## src/rtl/pit_pkg.sv

```systemverilog
package pit_pkg;

  localparam int SHIFT_W = 3;
  localparam int PRE_W   = (1 << SHIFT_W) - 1;

  typedef struct packed {
    logic               restart;
    logic               periodic;
    logic [SHIFT_W-1:0] divShift;
  } pitStrobe_t;

  // Divide code to shift amount; bit 2 of the code is skipped.
  function automatic logic [SHIFT_W-1:0] divCodeToShift(input logic [3:0] code);
    logic [3:0] t;
    t = {1'b0, code[3], code[1:0]} + 4'd1;
    return t[SHIFT_W-1:0];
  endfunction

endpackage

```

## src/rtl/pit_datapath.sv

```systemverilog
module pit_datapath
  import pit_pkg::*;
#(
  parameter int CNT_W = 16
) (
  input  logic             clk,
  input  logic             rstN,
  input  pitStrobe_t       strobe,
  input  logic [CNT_W-1:0] loadVal,
  output logic [CNT_W-1:0] curCount,
  output logic             expire
);

  logic [CNT_W-1:0] reloadVal;
  logic [CNT_W-1:0] cnt;
  logic [PRE_W-1:0] pre;
  logic [PRE_W:0]   divFull;
  logic [PRE_W-1:0] preLoad;
  logic             running;

  assign divFull = (PRE_W+1)'(1) << strobe.divShift;
  assign preLoad = PRE_W'(divFull - (PRE_W+1)'(1));
  assign running = (cnt != '0);
  assign expire  = running && (pre == '0) && (cnt == CNT_W'(1)) && !strobe.restart;
  assign curCount = cnt;

  always_ff @(posedge clk) begin
    if (!rstN) begin
      reloadVal <= '0;
      cnt       <= '0;
      pre       <= '0;
    end else if (strobe.restart) begin
      reloadVal <= loadVal;
      cnt       <= loadVal;
      pre       <= preLoad;
    end else if (running) begin
      if (pre == '0) begin
        pre <= preLoad;
        if (cnt == CNT_W'(1)) begin
          cnt <= strobe.periodic ? reloadVal : '0;
        end else begin
          cnt <= cnt - CNT_W'(1);
        end
      end else begin
        pre <= pre - PRE_W'(1);
      end
    end
  end

  // a restart shows the loaded value after its edge
  assert_restart_load_R3: assert property (@(posedge clk) disable iff (!rstN)
    strobe.restart |=> curCount == $past(loadVal));

  // a running count holds or steps down by one between expiries
  assert_count_step_R3: assert property (@(posedge clk) disable iff (!rstN)
    (!strobe.restart && curCount != '0 && !expire) |=>
      (curCount == $past(curCount) || curCount == $past(curCount) - CNT_W'(1)));

  // a one-shot expiry leaves the count at zero
  assert_oneshot_stop_R5: assert property (@(posedge clk) disable iff (!rstN)
    (expire && !strobe.periodic) |=> curCount == '0);

  // a stopped timer stays stopped until the next load
  assert_idle_hold_R4: assert property (@(posedge clk) disable iff (!rstN)
    (!strobe.restart && curCount == '0) |=> curCount == '0);

endmodule

```

## src/rtl/pit_control.sv

```systemverilog
module pit_control
  import pit_pkg::*;
#(
  parameter int PEND_W  = 4,
  parameter int NUM_LVT = 6,
  parameter int VEC_W   = 8,
  localparam int SEL_W  = (NUM_LVT > 1) ? $clog2(NUM_LVT) : 1
) (
  input  logic               clk,
  input  logic               rstN,
  input  logic               swEnable,
  input  logic               divWrEn,
  input  logic [3:0]         divWrData,
  input  logic               icntWrEn,
  input  logic               lvtWrEn,
  input  logic [SEL_W-1:0]   lvtWrSel,
  input  logic [VEC_W-1:0]   lvtWrVector,
  input  logic               lvtWrMask,
  input  logic               lvtWrPeriodic,
  input  logic               deliverAck,
  input  logic               expire,
  output pitStrobe_t         strobe,
  output logic [PEND_W-1:0]  pendCount,
  output logic               deliverReq,
  output logic [VEC_W-1:0]   timerVector,
  output logic [NUM_LVT-1:0] lvtMaskOut,
  output logic               divCfgErr
);

  localparam logic [PEND_W-1:0] PEND_MAX = '1;

  logic [3:0]         divCfg;
  logic               timerPeriodic;
  logic [NUM_LVT-1:0] lvtMask;
  logic               timerSel;
  logic               takeTick;

  assign timerSel = lvtWrEn && (lvtWrSel == '0);

  always_ff @(posedge clk) begin
    if (!rstN) begin
      divCfg        <= '0;
      timerVector   <= '0;
      timerPeriodic <= 1'b0;
    end else begin
      if (divWrEn) divCfg <= divWrData;
      if (timerSel) begin
        timerVector   <= lvtWrVector;
        timerPeriodic <= lvtWrPeriodic;
      end
    end
  end

  for (genvar i = 0; i < NUM_LVT; i++) begin : g_mask
    always_ff @(posedge clk) begin
      if (!rstN) begin
        lvtMask[i] <= 1'b1;
      end else if (!swEnable) begin
        lvtMask[i] <= 1'b1;
      end else if (lvtWrEn && (lvtWrSel == SEL_W'(i))) begin
        lvtMask[i] <= lvtWrMask;
      end
    end
  end

  assign lvtMaskOut = lvtMask;
  assign divCfgErr  = divCfg[2];

  assign strobe.restart  = icntWrEn;
  assign strobe.periodic = timerPeriodic;
  assign strobe.divShift = divCodeToShift(divCfg);

  assign deliverReq = swEnable && !lvtMask[0] && (pendCount != '0);
  assign takeTick   = deliverReq && deliverAck;

  always_ff @(posedge clk) begin
    if (!rstN) begin
      pendCount <= '0;
    end else if (!swEnable || icntWrEn) begin
      pendCount <= '0;
    end else if (expire && !takeTick) begin
      if (pendCount != PEND_MAX) pendCount <= pendCount + PEND_W'(1);
    end else if (takeTick && !expire) begin
      pendCount <= pendCount - PEND_W'(1);
    end
  end

  // the pending counter never wraps past its top value
  assert_no_overflow_R7: assert property (@(posedge clk) disable iff (!rstN)
    (swEnable && !icntWrEn && expire && !takeTick && pendCount == PEND_MAX)
      |=> pendCount == PEND_MAX);

  // an expiry with nothing taken adds one tick
  assert_tick_count_R6: assert property (@(posedge clk) disable iff (!rstN)
    (swEnable && !icntWrEn && expire && !deliverReq && pendCount != PEND_MAX)
      |=> pendCount == $past(pendCount) + PEND_W'(1));

  // an accepted delivery removes exactly one tick
  assert_take_tick_R8: assert property (@(posedge clk) disable iff (!rstN)
    (swEnable && !icntWrEn && deliverReq && deliverAck && !expire)
      |=> pendCount == $past(pendCount) - PEND_W'(1));

  // a new initial count flushes pending ticks
  assert_restart_flush_R9: assert property (@(posedge clk) disable iff (!rstN)
    icntWrEn |=> pendCount == '0);

  // disabling masks every entry and empties the counter
  assert_disable_mask_R10: assert property (@(posedge clk) disable iff (!rstN)
    !swEnable |=> (lvtMaskOut == '1 && pendCount == '0));

endmodule

```

## src/rtl/pit_timer.sv

```systemverilog
module pit_timer
  import pit_pkg::*;
#(
  parameter int CNT_W   = 16,
  parameter int PEND_W  = 4,
  parameter int NUM_LVT = 6,
  parameter int VEC_W   = 8,
  localparam int SEL_W  = (NUM_LVT > 1) ? $clog2(NUM_LVT) : 1
) (
  input  logic               clk,
  input  logic               rstN,
  input  logic               swEnable,
  input  logic               divWrEn,
  input  logic [3:0]         divWrData,
  input  logic               icntWrEn,
  input  logic [CNT_W-1:0]   icntWrData,
  input  logic               lvtWrEn,
  input  logic [SEL_W-1:0]   lvtWrSel,
  input  logic [VEC_W-1:0]   lvtWrVector,
  input  logic               lvtWrMask,
  input  logic               lvtWrPeriodic,
  input  logic               deliverAck,
  output logic [CNT_W-1:0]   curCount,
  output logic [PEND_W-1:0]  pendCount,
  output logic               deliverReq,
  output logic [VEC_W-1:0]   timerVector,
  output logic [NUM_LVT-1:0] lvtMaskOut,
  output logic               divCfgErr
);

  pitStrobe_t strobe;
  logic       expire;

  pit_control #(
    .PEND_W (PEND_W),
    .NUM_LVT(NUM_LVT),
    .VEC_W  (VEC_W)
  ) u_control (
    .clk          (clk),
    .rstN         (rstN),
    .swEnable     (swEnable),
    .divWrEn      (divWrEn),
    .divWrData    (divWrData),
    .icntWrEn     (icntWrEn),
    .lvtWrEn      (lvtWrEn),
    .lvtWrSel     (lvtWrSel),
    .lvtWrVector  (lvtWrVector),
    .lvtWrMask    (lvtWrMask),
    .lvtWrPeriodic(lvtWrPeriodic),
    .deliverAck   (deliverAck),
    .expire       (expire),
    .strobe       (strobe),
    .pendCount    (pendCount),
    .deliverReq   (deliverReq),
    .timerVector  (timerVector),
    .lvtMaskOut   (lvtMaskOut),
    .divCfgErr    (divCfgErr)
  );

  pit_datapath #(
    .CNT_W(CNT_W)
  ) u_datapath (
    .clk     (clk),
    .rstN    (rstN),
    .strobe  (strobe),
    .loadVal (icntWrData),
    .curCount(curCount),
    .expire  (expire)
  );

endmodule

```

## config.mk

```make
export PLATFORM = sky130hd
export DESIGN_NAME = pit_timer
export DESIGN_NICKNAME = d
export VERILOG_FILES = /design/src/rtl/pit_pkg.sv /design/src/rtl/pit_datapath.sv /design/src/rtl/pit_control.sv /design/src/rtl/pit_timer.sv
export SDC_FILE = /design/constraint.sdc
export NUM_CORES = 1
export LEC_CHECK = 0
export BUFFER_PORTS_ARGS = -buffer_cell sky130_fd_sc_hd__buf_2
export CORE_MARGIN = 2
export CORE_UTILIZATION = 50
export DETAILED_ROUTE_END_ITERATION = 12
export PLACE_DENSITY = 0.77
export SETUP_SLACK_MARGIN = 0.3
export SLEW_MARGIN = 20
export SYNTH_ARGS = -nofsm -noshare
export SYNTH_HDL_FRONTEND = slang
export SYNTH_SLANG_ARGS = --single-unit
export TNS_END_PERCENT = 50
```

## constraint.sdc

```tcl
create_clock -name clk -period 2.8 [get_ports clk]
set_input_delay 0.28 -clock clk [delete_from_list [all_inputs] [get_ports clk]]
set_output_delay 0.28 -clock clk [all_outputs]
set_load 0.05 [all_outputs]
```

* Word level (Yosys, flattened, before mapping)
Index checks and enable logic that the tools add are counted.
** Cells by class
- Add/sub/neg operators :: 6
- Equality and inequality tests :: 8
- Shifts and indexed selects :: 1
- Muxes and demuxes :: 11
- Bitwise operators :: 1
- Reduce and logical (&&, ||, !) cells :: 31
** Operators by type and width (number)
- 16-bit 2-to-1 mux :: 5
- 7-bit 2-to-1 mux :: 3
- 16-bit by 1-bit equality test with 1-bit output, second input constant :: 1
- 16-bit nonzero test :: 1
- 16-bit by 1-bit subtractor with 16-bit output, second input constant :: 1
- 1-bit logical AND :: 14
- 7-bit by 1-bit subtractor with 7-bit output, second input constant :: 2
- 4-bit 2-to-1 mux :: 3
- 7-bit zero test :: 1
- 1-bit by 3-bit left shift with 7-bit output, first input constant :: 1
- 3-bit by 2-bit equality test with 1-bit output, second input constant :: 2
- 3-bit equality test, second input constant :: 2
- 2-bit AND reduction :: 3
- 2-bit nonzero test :: 3
- 1-bit zero test :: 5
- 4-bit by 1-bit adder with 4-bit output, second input constant :: 1
- 4-bit inequality test, second input constant :: 1
- 4-bit nonzero test :: 1
- 4-bit by 1-bit subtractor with 4-bit output, second input constant :: 1
- 3-bit by 1-bit adder with 3-bit output, second input constant :: 1
- 3-bit by 1-bit equality test with 1-bit output, second input constant :: 1
- 3-bit zero test :: 1
- 2-bit inequality test, second input constant :: 1
- 2-bit OR reduction :: 1
- 2 further kinds :: 2
** Storage, ports and cells
- Bits in registers :: 62
- Bits of input ports :: 40
- Logic and storage cells :: 71

* Longest topological paths before layout
Gate-level depths: netlist of the first run.
- Word-level depth :: 8
- Depth in mapped cells :: 11
- Gate-level depth less buffers :: 11

* Cells and area by module
Synthesis of the first run repeated with hierarchy kept, for this count alone.
** Unflattened totals
- Cell total of the unflattened synthesis :: 416
- Area, all modules :: 3413.3 µm²
** By module, submodules not included
- pit_datapath :: times used 1, cells each 298, area an instance 2296.0 µm², seq. area each 780.7 µm²
- pit_control :: times used 1, cells each 118, area an instance 1117.3 µm², seq. area each 460.4 µm²

* Least setup slack after synthesis of the first run
OpenSTA, ideal clock, no wires.
- Path kind :: reg2reg
- Start point :: reg u_datapath.cnt[0] (netlist: u_datapath.curCount[0])
- End point :: reg u_control.pendCount[3]
- Library setup time :: 0.116 ns
- Arrival :: 3.004 ns
- Required time :: 2.684 ns
- Slack :: -0.319 ns
- Stages on the path, launching flop included :: 11
- Buffers on the path :: 0
- Period minus slack after synthesis :: 3.119 ns
- Cells stage by stage :: dfxtp_1 > ha_1 > nor2b_1 > and3_1 > nand4_1 > ha_1 > a21o_1 > a2111oi_0 > o21a_1 > o21ai_0 > and3b_1
** On the way
- Cells in the longest elaborated chain, start to end :: 8
- Elaborated cells on any way between the ends :: 12
- Those cells by class :: eq/ne (2); mux (1); reduce/logical (9)
** RTL lines
- start: declaration :: RTL line pit_datapath.sv:15 : logic [CNT_W-1:0] cnt;
- start signal: assignment :: RTL line pit_datapath.sv:34 : cnt <= loadVal;
- start signal: assignment :: RTL line pit_datapath.sv:40 : cnt <= strobe.periodic ? reloadVal : '0;
- start signal: assignment :: RTL line pit_datapath.sv:42 : cnt <= cnt - CNT_W'(1);
- 16-bit nonzero test :: RTL line pit_datapath.sv:23 : assign running = (cnt != '0);
- 1-bit logical AND :: RTL line pit_datapath.sv:24 : assign expire = running && (pre == '0) && (cnt == CNT_W'(1)) && !strobe.restart;
- 1-bit logical AND * (2 in a row) :: RTL line pit_datapath.sv:24
- 1-bit zero test :: RTL line pit_control.sv:83 : end else if (takeTick && !expire) begin
- 1-bit logical AND :: RTL line pit_control.sv:83
- 2-bit nonzero test (no line)
- 2-bit AND reduction (no line)
- end signal: assignment :: RTL line pit_control.sv:82 : if (pendCount != PEND_MAX) pendCount <= pendCount + PEND_W'(1);
- end signal: assignment :: RTL line pit_control.sv:84 : pendCount <= pendCount - PEND_W'(1);
- end: declaration :: RTL line pit_control.sv:23 : output logic [PEND_W-1:0] pendCount,
Mark *: on every way between the ends. The rest lies on a longest branch, timed or not.
A chain may end at the register's enable or synchronous reset.

* Worst setup path after layout of the first run
- Start point :: reg u_datapath.pre[0]
- End point :: reg u_control.pendCount[3]
** On the way
- Cells in the longest elaborated chain, start to end :: 8
- Elaborated cells on any way between the ends :: 11
- Those cells by class :: eq/ne (1); mux (1); reduce/logical (9)
** RTL lines
- start: declaration :: RTL line pit_datapath.sv:16 : logic [PRE_W-1:0] pre;
- start signal: assignment :: RTL line pit_datapath.sv:35 : pre <= preLoad;
- start signal: assignment :: RTL line pit_datapath.sv:38 : pre <= preLoad;
- start signal: assignment :: RTL line pit_datapath.sv:45 : pre <= pre - PRE_W'(1);
- 7-bit zero test * :: RTL line pit_datapath.sv:24
- 1-bit logical AND * (3 in a row) :: RTL line pit_datapath.sv:24
- 1-bit zero test :: RTL line pit_control.sv:83
- 1-bit logical AND :: RTL line pit_control.sv:83
- 2-bit nonzero test (no line)
- 2-bit AND reduction (no line)
Marked as above.

==> results of run 1 <==
## cells in the mapped netlist, types with 8 or more instances
cell type / instances / area (um^2)
dfxtp_1: 62 / 1241
a21oi_1: 29 / 145.1
nor2_1: 12 / 45.04
clkbuf_1: 17 / 63.81
a21boi_0: 14 / 105.1
mux2i_1: 12 / 120.1
inv_1: 13 / 48.80
nand2b_1: 9 / 56.30
o22ai_1: 10 / 62.56
nand2_1: 57 / 214.0
o21ai_0: 27 / 135.1
nor2b_1: 16 / 100.1
a221oi_1: 8 / 70.07
nand3_1: 15 / 75.07
nor3_1: 14 / 70.07
a211oi_1: 8 / 60.06
## routing by layer
layer	wire length, um	up-vias	part of all wire (%)	GRT usage (%)
met2	4603	164	47	41.22
met1	4149	1702	43	33.08
met5	0	-	0	0
met3	808	17	8.3	6.530
li1	-	1766	-	-
met4	153	0	1.6	7.989
## stage by stage
step / worst slack (ns) / util (%) / std cells / area, um^2 / total power [W]
4_1_cts: 0.3006 / 63.17 / 608 / 4315 / 0.003116
2_1_floorplan: 0.3194 / - / 436 / 3647 / 0.001993
6_report: 0.3792 / 64.71 / 613 / 4420 / 0.003187
5_1_grt: 0.2560 / 64.71 / 613 / 4420 / 0.003347
3_3_place_gp: 0.3298 / 59.87 / 591 / 4090 / 0.002265
3_5_place_dp: 0.2577 / 59.87 / 591 / 4090 / 0.002295
## area by class of cell
| class | instances | area share [%] |
|---|---|---|
| inverters | 13 | 1.160 |
| flip-flops and latches | 62 | 29.01 |
| clock inverters | 3 | 0.9624 |
| repair buffers | 93 | 11.55 |
| multi-input cells | 334 | 51.06 |
| clock buffers | 12 | 3.538 |
| well taps | 96 | 2.717 |
## power by group through the flow
| stage | Sequential (W) | Clock [W] | Combinational, W |
|---|---|---|---|
| 6_report | 0.00113 | 0.000800 | 0.00126 |
| 3_3_place_gp | 0.00112 | 0 | 0.00115 |
| 5_1_grt | 0.00114 | 0.000851 | 0.00135 |
| 4_1_cts | 0.00111 | 0.000813 | 0.00119 |
| 3_5_place_dp | 0.00113 | 0 | 0.00117 |
| 2_1_floorplan | 0.00126 | 0 | 0.000733 |
## cell families after synthesis
kind of cell,after synthesis
buf+inv,40
simple gates,174
compound gates,136
mux,12
fa+ha+maj,8
flops,62
xor+xnor,4
## path summary, 6_finish.rpt
check | to | slack, ns | startpoint | cells past startpoint
max | u_control.pendCount[3] | 0.38 | u_datapath.pre[0] | 11
min | u_control.lvtMaskOut[0] | 0.17 | lvtWrMask | 3
max reg2reg | u_control.pendCount[3] | 0.38 | u_datapath.pre[0] | 11
min reg2reg | u_control.timerVector[0] | 0.45 | u_control.timerVector[0] | 2
## worst register-to-register path, cell delays in order (launching register included)
cell and delay [ns]:
dfxtp_4 0.37, inv_4 0.06, ha_4 0.11, nor4b_4 0.20
and3_4 0.22, nand4_1 0.13, ha_1 0.31, a21o_1 0.19
a2111oi_4 0.34, o21a_1 0.18, o21ai_1 0.05, and3b_1 0.16
## state kept, by name (all words and copies together), names as in the netlist
register,flops
u_control.timerPeriodic,1
u_control.divCfg,4
u_datapath.pre,7
u_control.lvtMaskOut,6
u_datapath.curCount,16
u_control.timerVector,8
u_datapath.reloadVal,16
u_control.pendCount,4
## timing repair
action / 4_1_cts / 5_1_grt
setup endpoints to repair: 1 / 2
resized for setup: 2 / 16
hold endpoints to repair: 0 / 0
buffers inserted: 2 / 5
hold buffers: 0 / 0
pin swaps: 3 / 5
==> summary.txt, run 1 <==
Critical path
  – CP max stage cell: dfxtp_4
  – Worst setup path class: reg2reg
  – Buf/Inv on CP: 1
  – Slowest Stage Delay on Critical Path: roughly 0.37 ns
  – Crit-path cells: inv_4 -> ha_4 -> nor4b_4 -> and3_4 -> nand4_1 -> ha_1 -> a21o_1 -> a2111oi_4 -> o21a_1 -> o21ai_1 -> and3b_1
  – CP arrival: between 2 and 3 ns
  – Crit-path leading delay family: compound AO/OA/AOI/OAI gates
  – Critical Path Start Type: flip-flop
  – CP Max Fanout: 5
  – Critical Path RT: between 3 and 4 ns
  – Setup crit end kind: flip-flop

Timing
  – Slew HR: between 50% and 60%
  – Fin crit period: 2.421 ns
  – Slew Limit Fails: 0
  – Final Cycle Share: 86.46%
  – Hold Worst Slack: roughly 0.17 ns
  – Pin slew with the least headroom to its limit: ~0.72 ns
  – Fmax: about 410 MHz
  – Clock skew: just under 0.005 ns
  – Setup-failing EPs final: 0
  – Final TNS setup: 0 ns
  – RSZ-0062 raised after global routing: yes
  – Final Hold Fails: 0

Route
  – Final ANT Viol Nets: 0
  – Initial DRT Pass Iterations: 7
  – Drt total wl: 9714 um
  – Via-per-instance ratio: a little under 6
  – DR vias: about 3600
  – Routed length per instance: 15.85 um
  – Drc violations: 0
  – Initial DRC Count: about 270

Pwr
  – Psw: between 0.001 and 0.0015 W
  – Sequential share of power: about 35%
  – Lkg Pwr: ~1.8 nW
  – Clock network power share: between 20% and 30%
  – Cell internal pwr: between 0.0015 and 0.002 W
  – Combinational power share: between 30% and 40%
  – Power per cell area: around 720 nW/um^2
  – Peak VDD IR: 0.3135 mV
  – Sw frac: between 30 and 40%

Layout
  – Leading cell type in the layout, fill and taps excluded: buf_2
  – Area delta synth->final: 24.18%
  – Layout cell share with drive strength beyond 1: between 20% and 30%
  – Fill cell count: ~580
  – ANT cells: 0
  – Commonest cells after routing, fill and taps aside: buf_2, nand2_1, dfxtp_1
  – Multi-input logic area: 2257 um^2
  – FF/Latch Area: between 1000 and 1500 um^2
  – Final nets: approximately 560

Die
  – Die height: 88.38 um
  – Core area: 6832 um^2
  – Top-Level Pins: 76
  – Initial Utilization: a little over half
  – # rows: 30
  – Die Span X: between 80 and 90 um
  – Die ar.: about 8000 um^2

Flow run
  – Max cap viols: 0

Worst hold path
  – Hold Crit Class: in2reg

Yosys
  – Cell area after synthesis: about 3600 um^2
  – Cell variety after synth: 65
  – EDFF count, synth: 0
  – Sequential area share after synthesis: a little over a third
  – Largest family of logic cells by synthesized area: simple AND/OR/NAND/NOR gates
  – Syn Nets: between 400 and 500
  – Synth Flop Type: dfxtp_1
  – Post-synthesis cell count: approximately 440
  – Post-synthesis compound-gate area fraction: about a quarter
  – Fraction of registers with async set or reset after synthesis: 0%
  – Synth Area in Simple Gates: 27.24%
  – Syn Area/Cell: between 8 and 9 um^2
  – Adder-Cell Fraction of Synth Area: just over 3%
  – XOR/XNOR Fraction of Synth Area: 0.9842%
  – Yosys warns: 0
  – Mux contribution to synthesized area: 3.374%
  – Yosys reg bits: 62

Placement
  – # port buffers: 75
  – GP Congestion: between 0.9 and 1
  – Hpwl dp: ~6700 um

Clock tree
  – Total CTS buffers: 9
  – Sink Count: between 60 and 70
  – Htree depth: 3
  – CTS max path bufs: 2
  – Clk pin slew, worst setup/hold paths: approximately 0.07 ns
  – CTS tree: done
  – Worst-Skew Late Latency: between 0.3 and 0.4 ns
  – Clk root buf: clkbuf_8

Global route
  – GR Util All Layers: approximately 25%
  – Number of global-route vias before repair: ~3300
  – Congestion Overflow GR: 0
  – Largest net degree at the start of global routing: 50
  – Initial antenna violation count: 0
  – First-pass GRT wire length: 15630 um

Outcome
  – Status: finished clean
Power figures use the tool's default switching activity.
==> inputs of run 2 (changes only) <==
- PLACE_DENSITY: 0.77 -> default
- PLACE_DENSITY_LB_ADDON: default -> 0.05
- REMOVE_ABC_BUFFERS: default -> 1
==> run 2 against run 1 <==
Sequential cell count unchanged. Critical path depth decreased by 2. Maximum frequency decreased by 0.58%. Register-to-register slack hardly changed. Cell count rose by 0.98%. Routed wire length decreased by 1.7%. Largest cell class unchanged.
==> summary.txt, run 2 (same netlist as run 1, synthesis figures left out) <==
Critical path
  – Crit-path leading delay family: simple AND/OR/NAND/NOR gates
  – CP max stage cell: dfxtp_1
  – Buf/Inv on CP: 0
  – Critical Path Start Type: flip-flop
  – CP arrival: 2.68 ns
  – Critical Path RT: roughly 3.1 ns
  – Worst setup path class: reg2reg
  – Crit-path cells: nor4_2 -> or2_2 -> nand4_1 -> ha_1 -> a21o_1 -> a2111oi_4 -> o21a_1 -> o21ai_1 -> and3b_1
  – Worst reg2reg setup slack: around 0.37 ns
  – Slowest Stage Delay on Critical Path: roughly 0.4 ns
  – CP Max Fanout: 7
  – Setup crit end kind: flip-flop

Die
  – Die Span X: approximately 88 um
  – Die ar.: between 7000 and 8000 um^2
  – Top-Level Pins: 76
  – Initial Utilization: 52.11%
  – Core area: about 6800 um^2
  – Die height: slightly below 90 um
  – # rows: 30

Route
  – DR vias: between 3000 and 4000
  – Routed length per instance: roughly 15 um
  – Initial DRC Count: roughly 170
  – Via-per-instance ratio: 5.740
  – Initial DRT Pass Iterations: 6
  – Final ANT Viol Nets: 0
  – Drt total wl: around 9500 um
  – Drc violations: 0

Pwr
  – Lkg Pwr: about 1.8 nW
  – Total power: between 0.003 and 0.004 W
  – Sequential share of power: between 30% and 40%
  – Psw: between 0.001 and 0.0015 W
  – Clock network power share: 25.1%
  – Cell internal pwr: 0.001910 W
  – Combinational power share: 40.8%
  – Power per cell area: between 700 and 800 nW/um^2
  – Peak VDD IR: a little over 0.4 mV
  – Sw frac: roughly two fifths

Clock tree
  – Worst-Skew Late Latency: approximately 0.35 ns
  – Clk pin slew, worst setup/hold paths: 0.07 ns
  – Clk root buf: clkbuf_8
  – Sink Count: slightly above 60
  – Htree depth: 3
  – CTS max path bufs: 2
  – Total CTS buffers: 9
  – CTS tree: done
  – CTS Hold Bufs: 0

Timing
  – Final WS setup: between 0.3 and 0.4 ns
  – RSZ-0062 raised after global routing: yes
  – Final TNS setup: 0 ns
  – Slew Limit Fails: 0
  – Fmax: 410.7 MHz
  – Slew HR: 52.77%
  – Fin crit period: roughly 2.4 ns
  – Final Hold Fails: 0
  – Clock skew: 0.01140 ns
  – Final Cycle Share: between 80 and 90%
  – Setup-failing EPs final: 0
  – Pin slew with the least headroom to its limit: 0.7067 ns

Global route
  – Congestion Overflow GR: 0
  – Initial antenna violation count: 0
  – Number of global-route vias before repair: 3246
  – Grt peak-use layer: met2
  – Global routing usage on met2: a little over two fifths
  – First-pass GRT wire length: around 15000 um
  – GR Util All Layers: around a quarter
  – Largest net degree at the start of global routing: ~50
  – GR Util met3: about 6.7%
  – GR Layer Usage met1: a little under a third

Placement
  – # port buffers: 75
  – Worst slack, placed: roughly 0.16 ns
  – GP Congestion: roughly 0.86
  – Hpwl dp: 6572 um

Outcome
  – Status: finished clean

Layout
  – Final nets: approximately 570
  – Fill cell count: roughly 630
  – Commonest cells after routing, fill and taps aside: buf_2, dfxtp_1, nand2_1
  – Layout cell share with drive strength beyond 1: 27.92%
  – Leading cell type in the layout, fill and taps excluded: buf_2
  – Area delta synth->final: 23.37%
  – ANT cells: 0

Flow run
  – Max cap viols: 0

Worst hold path
  – Hold Crit Class: in2reg
## run 2: cell types whose count changed in the layout (fill, tap and decap cells not counted), sizes merged
cell and change:
clkbuf -1, clkinv +1, clkinvlp +1, buf +5
## run 2: worst paths after layout
| kind | from | cells after the start | to |
|---|---|---|---|
| max | u_control.pendCount[0] | 9 | u_control.pendCount[3] |
| min | lvtWrMask | 3 | u_control.lvtMaskOut[0] |
| max reg2reg | u_control.pendCount[0] | 9 | u_control.pendCount[3] |
| min reg2reg | u_control.timerVector[0] | 2 | u_control.timerVector[0] |
## run 2: repair_timing
action,CTS,global route
pin swaps,1,6
resized for setup,7,17
setup buffers,1,1
setup endpoints to repair,1,3
## run 2: through the flow
step           utilization (%)  std cells  area (um^2)  hold WS (ns)
2_1_floorplan                -        409         3425        0.3975
3_3_place_gp             59.69        601         4078        0.4412
3_5_place_dp             59.69        601         4078        0.4478
4_1_cts                  63.24        618         4320        0.1479
5_1_grt                  64.29        619         4392        0.1525
6_report                 64.29        619         4392        0.1562
## run 2: tightest hold or removal path, delay by kind of cell
| kind | cells | cell delay, ns |
|---|---|---|
| simple gates | 2 | 0.10 |
| buf+inv | 1 | 0.09 |
## run 2: power groups by stage
stage	registers, W	logic [W]	clock network [W]
2_1_floorplan	0.00125	0.000655	0
3_3_place_gp	0.00108	0.00123	0
3_5_place_dp	0.00108	0.00123	0
4_1_cts	0.00107	0.00125	0.000814
5_1_grt	0.00109	0.00140	0.000847
6_report	0.00108	0.00129	0.000794
## run 2: per-layer routing
metal / share of wire, % / wire [um]
met3: 6.2 / 590
met5: 0 / 0
met4: 1.8 / 175
met2: 48 / 4590
met1: 44 / 4191
## run 2: final cells by class
| cell class | count | area [um^2] | area share [%] |
|---|---|---|---|
| multi-input cells | 334 | 2226 | 50.68 |
| flip-flops and latches | 62 | 1249 | 28.43 |
| clock inverters | 5 | 58.81 | 1.339 |
| repair buffers | 98 | 548.0 | 12.48 |
| inverters | 13 | 48.80 | 1.111 |
| well taps | 96 | 120.1 | 2.735 |
| clock buffers | 11 | 141.4 | 3.219 |
==> inputs of run 3 (changes only) <==
- CELL_PAD_IN_SITES_DETAIL_PLACEMENT: default -> 1
- CELL_PAD_IN_SITES_GLOBAL_PLACEMENT: default -> 1
- CORE_UTILIZATION: 50 -> 36
==> run 3 against run 2 <==
Cell count up 6.6%. Routed wire length up 17%. Power up 0.14%. Via count down 0.70%. Clock skew down 0.0059 ns. Clock-buffer cell count down 1. Global-route usage down 3.4 points. Non-clock buffer count up 4. Die area up 37%. Final area up 0.40%. Critical path depth up 2. Critical path type unchanged. Critical endpoint unchanged. Largest power group unchanged.
==> summary.txt, run 3 (same netlist as run 1, synthesis figures left out) <==
Layout
  – Commonest cells after routing, fill and taps aside: buf_2, dfxtp_1, nand2_1
  – Final nets: 570
  – Layout cell share with drive strength beyond 1: between 20 and 30%
  – Leading cell type in the layout, fill and taps excluded: buf_2
  – Fill cell count: around 1200
  – Area delta synth->final: 23.87%
  – ANT cells: 0
  – Post-route cell area: between 4000 and 5000 um^2

Route
  – Via-per-instance ratio: 5.345
  – Final ANT Viol Nets: 0
  – Routed length per instance: roughly 17 um
  – Initial DRC Count: about 110
  – Initial DRT Pass Iterations: 4
  – Drt total wl: between 10000 and 15000 um
  – DR vias: ~3500
  – Drc violations: 0

Pwr
  – Power per cell area: 719.6 nW/um^2
  – Combinational power share: 41.0%
  – Clock network power share: between 20% and 30%
  – Sw frac: 40.88%
  – Lkg Pwr: roughly 1.8 nW
  – Cell internal pwr: 0.001876 W
  – Psw: 0.001297 W
  – Total power: ~0.0032 W
  – Peak VDD IR: 0.3154 mV
  – Sequential share of power: approximately 34%

Timing
  – Hold Worst Slack: 0.1683 ns
  – Setup-failing EPs final: 0
  – RSZ-0062 raised after global routing: yes
  – Slew HR: between 50% and 60%
  – Final WS setup: 0.3089 ns
  – Clock skew: around 0.0055 ns
  – Fmax: around 400 MHz
  – Slew Limit Fails: 0
  – Final TNS setup: 0 ns
  – Final Hold Fails: 0
  – Final Cycle Share: 88.97%
  – Fin crit period: between 2 and 2.5 ns
  – Pin slew with the least headroom to its limit: approximately 0.68 ns

Die
  – Die ar.: ~11000 um^2
  – Core area: 9684 um^2
  – Die Span X: approximately 100 um
  – Die height: a little over 100 um
  – # rows: 36
  – Top-Level Pins: 76
  – Initial Utilization: roughly 37%

Critical path
  – Critical Path Start Type: flip-flop
  – Setup crit end kind: flip-flop
  – Worst R2R Path Depth: 11
  – Reg-to-Reg End: u_control.pendCount[3]
  – Worst Setup SP: u_datapath.pre[1]
  – Critical Path RT: 3.04 ns
  – Worst r2r src: u_datapath.pre[1]
  – CP Max Fanout: 4
  – Worst reg2reg setup slack: around 0.3 ns
  – CP arrival: 2.73 ns
  – Worst setup path class: reg2reg
  – Crit path to: u_control.pendCount[3]

Outcome
  – Status: finished clean

Global route
  – Initial antenna violation count: 0
  – Largest net degree at the start of global routing: 35
  – Number of global-route vias before repair: 3508
  – First-pass GRT wire length: approximately 18000 um
  – Congestion Overflow GR: 0
  – GR Util All Layers: 21.74%

Clock tree
  – CTS max path bufs: 2
  – Clk pin slew, worst setup/hold paths: roughly 0.070 ns
  – Clk root buf: clkbuf_8
  – CTS tree: done
  – Sink Count: 62
  – Total CTS buffers: 9
  – Htree depth: 3
  – Worst-Skew Late Latency: 0.35 ns

Placement
  – # port buffers: between 70 and 80
  – Placed Area: about 4100 um^2
  – GP Congestion: 0.8784
  – Hpwl dp: ~8200 um
  – Worst slack, placed: a little over 0.06 ns

Flow run
  – Max cap viols: 0

Worst hold path
  – Hold Crit Class: in2reg
[run 3: cell types whose count changed in the layout (fill, tap and decap cells not counted), sizes merged]
cell and change:
clkbuf -1, buf +4, clkinvlp +1
[run 3: worst max-delay path, cell delays in order, from the launching register on]
cell       delay, ns
dfxtp_2         0.34
inv_1           0.08
ha_2            0.17
nor4b_4         0.22
and3_1          0.21
nand4_1         0.13
ha_1            0.31
a21o_1          0.22
a2111oi_4       0.28
o21a_1          0.17
o21ai_0         0.08
and3b_1         0.17
[run 3: worst min path at each step]
stage	start	to	slack, ns	cells after the start
final	lvtWrVector[0]	u_control.timerVector[0]	0.17	3
after global placement	u_control.timerVector[0]	u_control.timerVector[0]	0.44	2
after detailed placement	u_control.timerVector[0]	u_control.timerVector[0]	0.45	2
after CTS	lvtWrVector[0]	u_control.timerVector[0]	0.15	3
after global routing	lvtWrPeriodic	u_control.timerPeriodic	0.17	3
after floorplan	rstN	u_datapath.reloadVal[13]	0.40	1
[run 3: power groups by stage]
stage | registers (W) | logic, W | clock network [W]
detailed placement | 0.00110 | 0.00127 | 0
global route | 0.00110 | 0.00142 | 0.000859
global placement | 0.00109 | 0.00126 | 0
CTS | 0.00108 | 0.00130 | 0.000817
floorplan | 0.00125 | 0.000655 | 0
finish | 0.00108 | 0.00130 | 0.000789
[run 3: metrics by stage]
step / cells / utilization, %
2_1_floorplan: 409 / -
3_3_place_gp: 640 / 42.74
3_5_place_dp: 640 / 42.74
4_1_cts: 659 / 45.28
5_1_grt: 660 / 45.53
6_report: 660 / 45.53
[run 3: final cells by class]
cell class,instances,area (um^2),area share [%]
Multi-Input combinational cell,334,2181,49.46
Sequential cell,62,1245,28.23
Timing Repair Buffer,102,578.1,13.11
Tap cell,133,166.4,3.774
Clock buffer,10,127.6,2.894
Clock inverter,6,62.56,1.419
Inverter,13,48.80,1.107
[run 3: repair_timing]
item                                    in CTS  in global routing
pin swaps                                    4                  2
resized for setup                            9                  2
setup buffers                                3                  1
hold buffers                                 0                  0
endpoints found under the hold margin        0                  0
endpoints found under the setup margin       1                 11
[run 3: metal layers]
metal	global-route usage, %	vias up	routed length (um)
li1	-	1778	-
met1	27.88	1694	5118
met2	36.58	48	5486
met3	5.242	8	407
met4	5.870	0	149
met5	0	-	0
